## src/rtl/tc_pkg.sv

```systemverilog
package tc_pkg;
  localparam int BYTE_W = 8;
  localparam int PRE_W  = 5;
  localparam int ADDR_W = 3;
  localparam int UNITS  = 2;

  typedef enum logic [1:0] {
    M_13BIT  = 2'b00,
    M_16BIT  = 2'b01,
    M_RELOAD = 2'b10,
    M_SPLIT  = 2'b11
  } tc_mode_e;

  typedef struct packed {
    logic     gate;
    logic     ext_sel;
    tc_mode_e mode;
  } tc_cfg_t;

  typedef struct packed {
    logic [BYTE_W-1:0] hi;
    logic [BYTE_W-1:0] lo;
    logic              wrap;
  } tc_step_t;

  localparam logic [ADDR_W-1:0] A_LO0  = 3'd0;
  localparam logic [ADDR_W-1:0] A_HI0  = 3'd1;
  localparam logic [ADDR_W-1:0] A_LO1  = 3'd2;
  localparam logic [ADDR_W-1:0] A_HI1  = 3'd3;
  localparam logic [ADDR_W-1:0] A_CFG  = 3'd4;
  localparam logic [ADDR_W-1:0] A_CTRL = 3'd5;

  // 13-bit count: high byte over the low byte's prescaler bits
  function automatic tc_step_t step_13(input logic [BYTE_W-1:0] lo,
                                       input logic [BYTE_W-1:0] hi);
    tc_step_t r;
    logic [BYTE_W+PRE_W-1:0] v;
    v      = {hi, lo[PRE_W-1:0]};
    r.wrap = &v;
    v      = v + 1'b1;
    r.hi   = v[BYTE_W+PRE_W-1:PRE_W];
    r.lo   = {lo[BYTE_W-1:PRE_W], v[PRE_W-1:0]};
    return r;
  endfunction

  function automatic tc_step_t step_16(input logic [BYTE_W-1:0] lo,
                                       input logic [BYTE_W-1:0] hi);
    tc_step_t r;
    logic [2*BYTE_W-1:0] v;
    v      = {hi, lo};
    r.wrap = &v;
    v      = v + 1'b1;
    r.hi   = v[2*BYTE_W-1:BYTE_W];
    r.lo   = v[BYTE_W-1:0];
    return r;
  endfunction

  function automatic tc_step_t step_reload(input logic [BYTE_W-1:0] lo,
                                           input logic [BYTE_W-1:0] hi);
    tc_step_t r;
    r.wrap = &lo;
    r.hi   = hi;
    r.lo   = r.wrap ? hi : lo + 1'b1;
    return r;
  endfunction

  // {wrap, value+1} for a single byte
  function automatic logic [BYTE_W:0] inc_byte(input logic [BYTE_W-1:0] b);
    return {&b, b + 1'b1};
  endfunction
endpackage

```

## src/rtl/tc_tick.sv

```systemverilog
module tc_tick
  import tc_pkg::*;
#(
  parameter int CLK_PER_CYCLE = 12
) (
  input  logic             clk,
  input  logic             rst_n,
  input  logic [UNITS-1:0] ext_pin,
  output logic             mc_tick,
  output logic [UNITS-1:0] ext_fall
);
  localparam int CW = (CLK_PER_CYCLE > 1) ? $clog2(CLK_PER_CYCLE) : 1;
  localparam logic [CW-1:0] LAST = CW'(CLK_PER_CYCLE - 1);

  logic [CW-1:0] div_q;

  assign mc_tick = (div_q == LAST);

  always_ff @(posedge clk) begin
    if (!rst_n)       div_q <= '0;
    else if (mc_tick) div_q <= '0;
    else              div_q <= div_q + 1'b1;
  end

  for (genvar u = 0; u < UNITS; u++) begin : g_samp
    logic samp_q;
    always_ff @(posedge clk) begin
      if (!rst_n)       samp_q <= 1'b0;
      else if (mc_tick) samp_q <= ext_pin[u];
    end
    assign ext_fall[u] = mc_tick & samp_q & ~ext_pin[u];
  end
endmodule

```

## src/rtl/tc_unit.sv

```systemverilog
module tc_unit
  import tc_pkg::*;
#(
  parameter bit HAS_SPLIT = 1'b0
) (
  input  logic              clk,
  input  logic              rst_n,
  input  tc_cfg_t           cfg,
  input  logic              adv,
  input  logic              split_adv,
  input  logic              wr_lo,
  input  logic              wr_hi,
  input  logic [BYTE_W-1:0] wdata,
  output logic [BYTE_W-1:0] lo_q,
  output logic [BYTE_W-1:0] hi_q,
  output logic              wrap_main,
  output logic              wrap_split
);
  tc_step_t          nxt;
  logic              split_w;
  logic [BYTE_W:0]   t_lo;
  logic [BYTE_W:0]   t_hi;

  assign t_lo = inc_byte(lo_q);
  assign t_hi = inc_byte(hi_q);

  always_comb begin
    nxt     = '{hi: hi_q, lo: lo_q, wrap: 1'b0};
    split_w = 1'b0;
    case (cfg.mode)
      M_13BIT:  if (adv) nxt = step_13(lo_q, hi_q);
      M_16BIT:  if (adv) nxt = step_16(lo_q, hi_q);
      M_RELOAD: if (adv) nxt = step_reload(lo_q, hi_q);
      default: begin
        if (HAS_SPLIT) begin
          if (adv) begin
            nxt.lo   = t_lo[BYTE_W-1:0];
            nxt.wrap = t_lo[BYTE_W];
          end
          if (split_adv) begin
            nxt.hi  = t_hi[BYTE_W-1:0];
            split_w = t_hi[BYTE_W];
          end
        end
      end
    endcase
  end

  // a byte write replaces the step and cancels the overflow it carried
  assign wrap_main  = nxt.wrap &
                      ~((cfg.mode == M_SPLIT) ? wr_lo : (wr_lo | wr_hi));
  assign wrap_split = split_w & ~wr_hi;

  always_ff @(posedge clk) begin
    if (!rst_n) begin
      lo_q <= '0;
      hi_q <= '0;
    end else begin
      lo_q <= wr_lo ? wdata : nxt.lo;
      hi_q <= wr_hi ? wdata : nxt.hi;
    end
  end
endmodule

```

## src/rtl/tc_regs.sv

```systemverilog
module tc_regs
  import tc_pkg::*;
(
  input  logic              clk,
  input  logic              rst_n,
  input  logic              bus_we,
  input  logic [ADDR_W-1:0] bus_addr,
  input  logic [BYTE_W-1:0] bus_wdata,
  input  logic [BYTE_W-1:0] lo0,
  input  logic [BYTE_W-1:0] hi0,
  input  logic [BYTE_W-1:0] lo1,
  input  logic [BYTE_W-1:0] hi1,
  input  logic [UNITS-1:0]  ovf_set,
  input  logic [UNITS-1:0]  ovf_ack,
  output tc_cfg_t           cfg0,
  output tc_cfg_t           cfg1,
  output logic [UNITS-1:0]  run,
  output logic [UNITS-1:0]  flag,
  output logic [UNITS-1:0]  wr_lo,
  output logic [UNITS-1:0]  wr_hi,
  output logic [BYTE_W-1:0] rdata
);
  logic [BYTE_W-1:0] cfg_q;
  logic              ctl_we;
  logic [UNITS-1:0]  keep;

  assign wr_lo[0] = bus_we && bus_addr == A_LO0;
  assign wr_hi[0] = bus_we && bus_addr == A_HI0;
  assign wr_lo[1] = bus_we && bus_addr == A_LO1;
  assign wr_hi[1] = bus_we && bus_addr == A_HI1;
  assign ctl_we   = bus_we && bus_addr == A_CTRL;

  assign cfg0 = tc_cfg_t'(cfg_q[3:0]);
  assign cfg1 = tc_cfg_t'(cfg_q[7:4]);

  assign keep = ctl_we ? bus_wdata[3:2] : {UNITS{1'b1}};

  always_ff @(posedge clk) begin
    if (!rst_n) begin
      cfg_q <= '0;
      run   <= '0;
      flag  <= '0;
    end else begin
      if (bus_we && bus_addr == A_CFG) cfg_q <= bus_wdata;
      if (ctl_we) run <= bus_wdata[1:0];
      flag <= (flag & keep & ~ovf_ack) | ovf_set;
    end
  end

  always_comb begin
    case (bus_addr)
      A_LO0:   rdata = lo0;
      A_HI0:   rdata = hi0;
      A_LO1:   rdata = lo1;
      A_HI1:   rdata = hi1;
      A_CFG:   rdata = cfg_q;
      A_CTRL:  rdata = {4'b0, flag, run};
      default: rdata = '0;
    endcase
  end
endmodule

```

## src/rtl/twin_timer_counter.sv

```systemverilog
module twin_timer_counter
  import tc_pkg::*;
#(
  parameter int CLK_PER_CYCLE = 12
) (
  input  logic        clk,
  input  logic        rst_n,
  input  logic        bus_we,
  input  logic [2:0]  bus_addr,
  input  logic [7:0]  bus_wdata,
  output logic [7:0]  bus_rdata,
  input  logic [1:0]  ext_cnt,
  input  logic [1:0]  gate_pin,
  input  logic [1:0]  ovf_ack,
  output logic [1:0]  ovf_flag
);
  logic              mc_tick;
  logic [UNITS-1:0]  ext_fall;
  tc_cfg_t           cfg [UNITS];
  logic [UNITS-1:0]  run, wr_lo, wr_hi, adv, wrap_main, wrap_split, ovf_set;
  logic [BYTE_W-1:0] lo [UNITS];
  logic [BYTE_W-1:0] hi [UNITS];
  logic              split_mode;
  logic              split_adv;
  logic [1:0]        mode1;

  tc_tick #(.CLK_PER_CYCLE(CLK_PER_CYCLE)) u_tick (
    .clk(clk), .rst_n(rst_n), .ext_pin(ext_cnt),
    .mc_tick(mc_tick), .ext_fall(ext_fall)
  );

  tc_regs u_regs (
    .clk(clk), .rst_n(rst_n), .bus_we(bus_we), .bus_addr(bus_addr),
    .bus_wdata(bus_wdata), .lo0(lo[0]), .hi0(hi[0]), .lo1(lo[1]), .hi1(hi[1]),
    .ovf_set(ovf_set), .ovf_ack(ovf_ack), .cfg0(cfg[0]), .cfg1(cfg[1]),
    .run(run), .flag(ovf_flag), .wr_lo(wr_lo), .wr_hi(wr_hi), .rdata(bus_rdata)
  );

  assign split_mode = (cfg[0].mode == M_SPLIT);
  assign split_adv  = mc_tick & run[1];
  assign mode1      = cfg[1].mode;

  for (genvar u = 0; u < UNITS; u++) begin : g_unit
    assign adv[u] = run[u] & (~cfg[u].gate | gate_pin[u]) &
                    (cfg[u].ext_sel ? ext_fall[u] : mc_tick);

    tc_unit #(.HAS_SPLIT(u == 0)) u_unit (
      .clk(clk), .rst_n(rst_n), .cfg(cfg[u]), .adv(adv[u]),
      .split_adv((u == 0) ? split_adv : 1'b0),
      .wr_lo(wr_lo[u]), .wr_hi(wr_hi[u]), .wdata(bus_wdata),
      .lo_q(lo[u]), .hi_q(hi[u]),
      .wrap_main(wrap_main[u]), .wrap_split(wrap_split[u])
    );
  end

  assign ovf_set[0] = wrap_main[0];
  assign ovf_set[1] = split_mode ? wrap_split[0] : wrap_main[1];
endmodule

```

## config.mk

```make
export PLATFORM = sky130hd
export DESIGN_NAME = twin_timer_counter
export DESIGN_NICKNAME = d
export VERILOG_FILES = /design/src/rtl/tc_pkg.sv /design/src/rtl/tc_tick.sv /design/src/rtl/tc_unit.sv /design/src/rtl/tc_regs.sv /design/src/rtl/twin_timer_counter.sv
export SDC_FILE = /design/constraint.sdc
export NUM_CORES = 1
export LEC_CHECK = 0
export ABC_CLOCK_PERIOD_IN_PS = 3330
export CAP_MARGIN = 5
export CORE_MARGIN = 1
export CORE_UTILIZATION = 55
export DETAILED_ROUTE_END_ITERATION = 8
export GPL_TIMING_DRIVEN = 0
export PLACE_DENSITY = 0.85
export SETUP_SLACK_MARGIN = 0.15
export SYNTH_ARGS = -nofsm -noshare
export SYNTH_HDL_FRONTEND = slang
export SYNTH_HIERARCHICAL = 1
export SYNTH_SLANG_ARGS = --single-unit
```

## constraint.sdc

```tcl
create_clock -name clk -period 3.33 [get_ports clk]
set_clock_uncertainty 0.1 [all_clocks]
set_input_delay 0.999 -clock clk [delete_from_list [all_inputs] [get_ports clk]]
set_output_delay 0.999 -clock clk [all_outputs]
set_load 0.02 [all_outputs]
```

==> flow_metrics.env, run 1 <==
export IMPL_wl_um=14800
export IMPL_portBuffers=28
export IMPL_power_switching_uw=366
export IMPL_reg2reg_slack_ps=490
export IMPL_yosysWarnings=6
export IMPL_p_leak_nw=1.75
export IMPL_top_level_ports=30
export IMPL_avgViaCountPerCell=7.08
export IMPL_cp_endpoint="bus_rdata[1]"
export IMPL_syn_nets=566
export IMPL_power_density_mw_per_mm2=262
export IMPL_dr_pass1_iters=5
export IMPL_cts_tree="done"
export IMPL_grt_overflow=0
export IMPL_antenna_found_initial=0
export IMPL_layout_worst_path_cycle_share_pct=95.7
export IMPL_cp_startpoint="bus_addr[0]"
export IMPL_cts_buffer_depth=2
export IMPL_grt_max_degree=23
export IMPL_p_clk_share_pct=34.8
export IMPL_dieHeight_um=90.8
export IMPL_rsz0062_at_grt="true"
export IMPL_fin_ws_ps=143
export IMPL_ir_worst_vdd_mv=0.151
export IMPL_seqPwrFrac_pct=49.2
export IMPL_synth_area_per_cell_um2=8.06
export IMPL_power_frac_comb_pct=16.0
export IMPL_core_area_mm2=0.00769
export IMPL_syn_area_mm2=0.00434
export IMPL_rr_startpoint="u_tick/div_q[0]"
export IMPL_swShare_pct=28.2
export IMPL_grt_pass1_vias=4406
export IMPL_path_max_fanout=3
export IMPL_die_area_mm2=0.00824
export IMPL_p_int_uw=930
export IMPL_end_kind="primary output"
export IMPL_final_nets=607
export IMPL_start_util_pct=56.4
export IMPL_clock_sinks=50
export IMPL_max_slew_worst_pin_slew_ps=905
export IMPL_worstRegToRegCells=10
export IMPL_post_drt_wl_per_cell_um=21.7
export IMPL_cp_arrival_ps=2090
export IMPL_syn_inst=538
export IMPL_clk_pin_slew_ps=90
export IMPL_rows=32
export IMPL_cts_root_buf="clkbuf_8"
export IMPL_num_antenna_cells=0
export IMPL_outcome="finished clean"
export IMPL_drc=0
export IMPL_slew_headroom_pct=39.5
export IMPL_grt_use_total_pct=35.7
export IMPL_setup_viol=0
export IMPL_power_mw=1.30
export IMPL_cp_start_kind="primary input"
export IMPL_holdCritPathClass="flop to flop"
export IMPL_htree_levels=2
export IMPL_cap_viol_max_count=0
export IMPL_vias=4827
export IMPL_fill_cells=669
export IMPL_ant_nets=0
export IMPL_grt_pass1_wl_um=23200
export IMPL_fin_crit_ps=3190
export IMPL_dp_slack_ps=-781
export IMPL_drive_gt1_share_pct=16.0
export IMPL_clock_fmax_mhz=314
export IMPL_critPathKind="primary input to primary output"
export IMPL_fin_util_pct=64.5
export IMPL_r2r_end="u_regs/flag[1]"
export IMPL_hold_violations=0
export IMPL_dp_hpwl_um=10600
export IMPL_gp_congestion=1.03
export IMPL_area_growth_pct=14.3
export IMPL_numCtsBuffers=5
export IMPL_slew_viol_final=0
export IMPL_required_ps=2230
export IMPL_drt_iter0_drc=580
export IMPL_die_x_um=90.8
export IMPL_clk_latency_ps=320
-- through the flow --
stage	hold slack (ps)	setup TNS [ps]	instance area, µm²	cells
after floorplan	324	0	4340	538
after global placement	334	-10320	4740	668
after detailed placement	356	-11120	4740	668
after CTS	370	0	4880	680
after global routing	395	0	4960	682
final	367	0	4960	682
-- state kept, by name (all words and copies together) (netlist names) --
name	count
u_regs/flag	2
g_unit.u_unit/hi_q	16
u_tick/g_samp.samp_q	2
g_unit.u_unit/lo_q	16
u_tick/div_q	4
u_regs/run	2
u_regs/cfg_q	8
-- worst min path at each step --
stage / end / slack, ps / from / depth (start not counted)
3_3_place_gp: u_tick/div_q[0] / 330 / u_tick/div_q[0] / 1
3_5_place_dp: u_tick/div_q[0] / 360 / u_tick/div_q[0] / 1
5_1_grt: u_tick/div_q[0] / 390 / u_tick/div_q[0] / 1
4_1_cts: u_tick/div_q[0] / 370 / u_tick/div_q[0] / 1
2_1_floorplan: u_tick/div_q[0] / 320 / u_tick/div_q[0] / 1
6_report: u_tick/div_q[0] / 370 / u_tick/div_q[0] / 1
-- layout make-up --
| type | count | area (µm²) | area share (%) |
|---|---|---|---|
| plain buffers | 37 | 226 | 4.57 |
| clock buffers | 7 | 76.3 | 1.54 |
| clock inverters | 1 | 30.0 | 0.606 |
| inverters | 18 | 68.8 | 1.39 |
| multi-input cells | 433 | 3120 | 62.9 |
| flip-flops and latches | 50 | 1000 | 20.2 |
| well taps | 102 | 128 | 2.58 |
| repair buffers | 34 | 307 | 6.19 |
-- per-layer routing --
layer	track usage, %	vias to the layer above	share of wire [%]
met2	54.0	364	43
met3	7.74	62	13
met1	49.1	2257	40
met4	14.6	0	4.4
met5	0	-	0
li1	-	2144	-
-- worst max-delay path: stages --
cell,delay (ps)
buf_8,90
buf_6,110
mux4_2,510
a22o_1,240
buf_6,130
-- power by group through the flow --
| stage | registers (mW) | clock network (mW) | logic, mW |
|---|---|---|---|
| 2_1_floorplan | 0.642 | 0 | 0.116 |
| 3_3_place_gp | 0.650 | 0 | 0.188 |
| 6_report | 0.638 | 0.451 | 0.208 |
| 4_1_cts | 0.637 | 0.448 | 0.196 |
| 5_1_grt | 0.640 | 0.473 | 0.220 |
| 3_5_place_dp | 0.651 | 0 | 0.192 |
-- timing repair --
action / CTS / global route
hold buffers: 0 / 0
buffers inserted: 4 / 2
gates resized for setup: 53 / 20
pin swaps: 1 / 1
endpoints found under the setup margin: 19 / 15
-- layout by cell type, fill, tap and decap left out, drive strengths merged, types with 13 or more instances in the layout --
master / instances
and3: 14
inv: 17
buf: 31
mux2: 13
nand2: 36
a21oi: 26
nor3: 20
o211ai: 20
dfxtp: 50
nand3: 29
mux2i: 22
o21ai: 18
nor2: 34
nor2b: 23
clkbuf: 29
clkdlybuf4s50: 18
Note: power is estimated with default switching activity, not from simulation.
==> run 2: changes to the inputs <==
MAX_ROUTING_LAYER = met4   (was not set)
==> flow_metrics.env, run 2 (same netlist as run 1, synthesis figures left out) <==
export IMPL_portBuffers=28
export IMPL_max_slew_worst_pin_slew_ps=877
export IMPL_fin_ws_ps=170
export IMPL_cts_buffer_depth=2
export IMPL_post_drt_wl_per_cell_um=21.5
export IMPL_drive_gt1_share_pct=17.1
export IMPL_end_kind="primary output"
export IMPL_ir_worst_vdd_mv=0.167
export IMPL_cp_arrival_ps=2060
export IMPL_seqPwrFrac_pct=49.1
export IMPL_gp_congestion=1.06
export IMPL_worstRegToRegCells=10
export IMPL_crit_family="multiplexers"
export IMPL_cts_tree="done"
export IMPL_crit_top_cell="buf_6"
export IMPL_setup_viol=0
export IMPL_path_buf_inv=3
export IMPL_crit_chain="buf_8 -> buf_6 -> mux4_2 -> a22o_1 -> buf_6"
export IMPL_power_mw=1.30
export IMPL_path_max_fanout=6
export IMPL_outcome="finished clean"
export IMPL_dp_slack_ps=-758
export IMPL_top_level_ports=30
export IMPL_fin_util_pct=65.1
export IMPL_dr_pass1_iters=5
export IMPL_max_stage_delay_ps=510
export IMPL_ant_nets=0
export IMPL_antenna_found_initial=0
export IMPL_seq_area_mm2=0.00100
export IMPL_hold_depth=1
export IMPL_cap_viol_max_count=0
export IMPL_reg2reg_slack_ps=540
export IMPL_top_regs="g_unit.u_unit/hi_q: 16 flops, g_unit.u_unit/lo_q: 16 flops, u_regs/cfg_q: 8 flops"
export IMPL_numCtsBuffers=5
export IMPL_hold_violations=0
export IMPL_htree_levels=2
export IMPL_cts_root_buf="clkbuf_8"
export IMPL_dp_hpwl_um=10500
export IMPL_wl_um=14800
export IMPL_r2r_end="u_regs/flag[1]"
export IMPL_start_util_pct=56.4
export IMPL_rsz0062_at_grt="true"
export IMPL_avgViaCountPerCell=7.02
export IMPL_num_antenna_cells=0
export IMPL_rows=32
export IMPL_dieHeight_um=90.8
export IMPL_cp_start_kind="primary input"
export IMPL_vias=4832
export IMPL_drc=0
export IMPL_fin_cells=688
export IMPL_grt_max_degree=23
export IMPL_power_frac_comb_pct=16.5
export IMPL_die_area_mm2=0.00824
export IMPL_final_cell_mix="dfxtp_1, nand2_1, nor2_1"
export IMPL_slew_headroom_pct=41.3
export IMPL_layout_worst_path_cycle_share_pct=94.9
export IMPL_holdCritPathClass="flop to flop"
export IMPL_rr_startpoint="u_tick/div_q[0]"
export IMPL_area_growth_pct=15.4
export IMPL_drt_iter0_drc=583
export IMPL_grt_overflow=0
export IMPL_mostFrequentLayoutCell="dfxtp_1"
export IMPL_die_x_um=90.8
export IMPL_fin_crit_ps=3160
export IMPL_slew_viol_final=0
export IMPL_fill_cells=664
export IMPL_grt_pass1_vias=4403
export IMPL_clock_sinks=50
export IMPL_place_inst=668
export IMPL_tns_ps=0
export IMPL_core_area_mm2=0.00769
export IMPL_multi_input_area_mm2=0.00312
export IMPL_hold_end="u_tick/div_q[0]"
export IMPL_hold_path_startpoint="u_tick/div_q[0]"
export IMPL_grt_pass1_wl_um=23000
export IMPL_p_leak_nw=1.79
export IMPL_p_int_uw=934
export IMPL_ctsHoldBuffers=0
export IMPL_grt_use_total_pct=36.3
export IMPL_clk_latency_ps=310
export IMPL_required_ps=2230
export IMPL_final_nets=613
export IMPL_power_switching_uw=365
export IMPL_clk_pin_slew_ps=90
export IMPL_critPathKind="primary input to primary output"
export IMPL_p_clk_share_pct=34.4
export IMPL_swShare_pct=28.1
export IMPL_power_density_mw_per_mm2=259
export IMPL_crit_slowest_cell="mux4_2"
export IMPL_clock_fmax_mhz=316
[run 2: cell types whose count changed in the layout (fill, tap and decap cells not counted), sizes merged]
cell      before  now
buf           31   36
clkinvlp       0    1
[run 2: worst max-delay path by stage]
stage                           start        endpoint  slack, ps  cells after the start
after floorplan           bus_addr[1]    bus_rdata[7]        270                      4
after global placement    bus_addr[0]    bus_rdata[1]       -770                      5
after detailed placement  bus_addr[0]    bus_rdata[1]       -760                      5
after CTS                 bus_addr[0]    bus_rdata[1]        100                      5
after global routing       ext_cnt[1]  u_regs/flag[1]        110                      9
final                     bus_addr[0]    bus_rdata[1]        170                      5
[run 2: per-layer routing]
metal,track usage [%],up-vias,routed length (µm)
li1,-,2158,-
met1,49.1,2252,6080
met2,51.8,368,6200
met3,8.33,54,1930
met4,14.9,0,592
met5,-,-,0
[run 2: area by class of cell]
type / count / area share, %
Multi-Input combinational cell: 433 / 62.3
Buffer: 37 / 4.45
Timing Repair Buffer: 40 / 7.12
Clock buffer: 6 / 1.45
Inverter: 18 / 1.37
Clock inverter: 2 / 0.750
Tap cell: 102 / 2.55
Sequential cell: 50 / 20.0
[run 2: timing repair]
| item | CTS | global route |
|---|---|---|
| endpoints found under the setup margin | 18 | 13 |
| pin swaps | 0 | 3 |
| gates cloned | 0 | 1 |
| gates resized for setup | 55 | 15 |
| buffers inserted | 5 | 6 |
[run 2: power groups by stage]
stage	registers, mW	logic, mW	clock network (mW)
3_3_place_gp	0.649	0.188	0
5_1_grt	0.639	0.226	0.471
6_report	0.637	0.215	0.447
3_5_place_dp	0.650	0.191	0
2_1_floorplan	0.642	0.116	0
4_1_cts	0.636	0.194	0.447
[run 2: per-stage QoR]
step | hold slack (ps) | instance area, µm²
4_1_cts | 380 | 4890
2_1_floorplan | 324 | 4340
3_3_place_gp | 339 | 4740
6_report | 374 | 5010
5_1_grt | 404 | 5010
3_5_place_dp | 367 | 4740
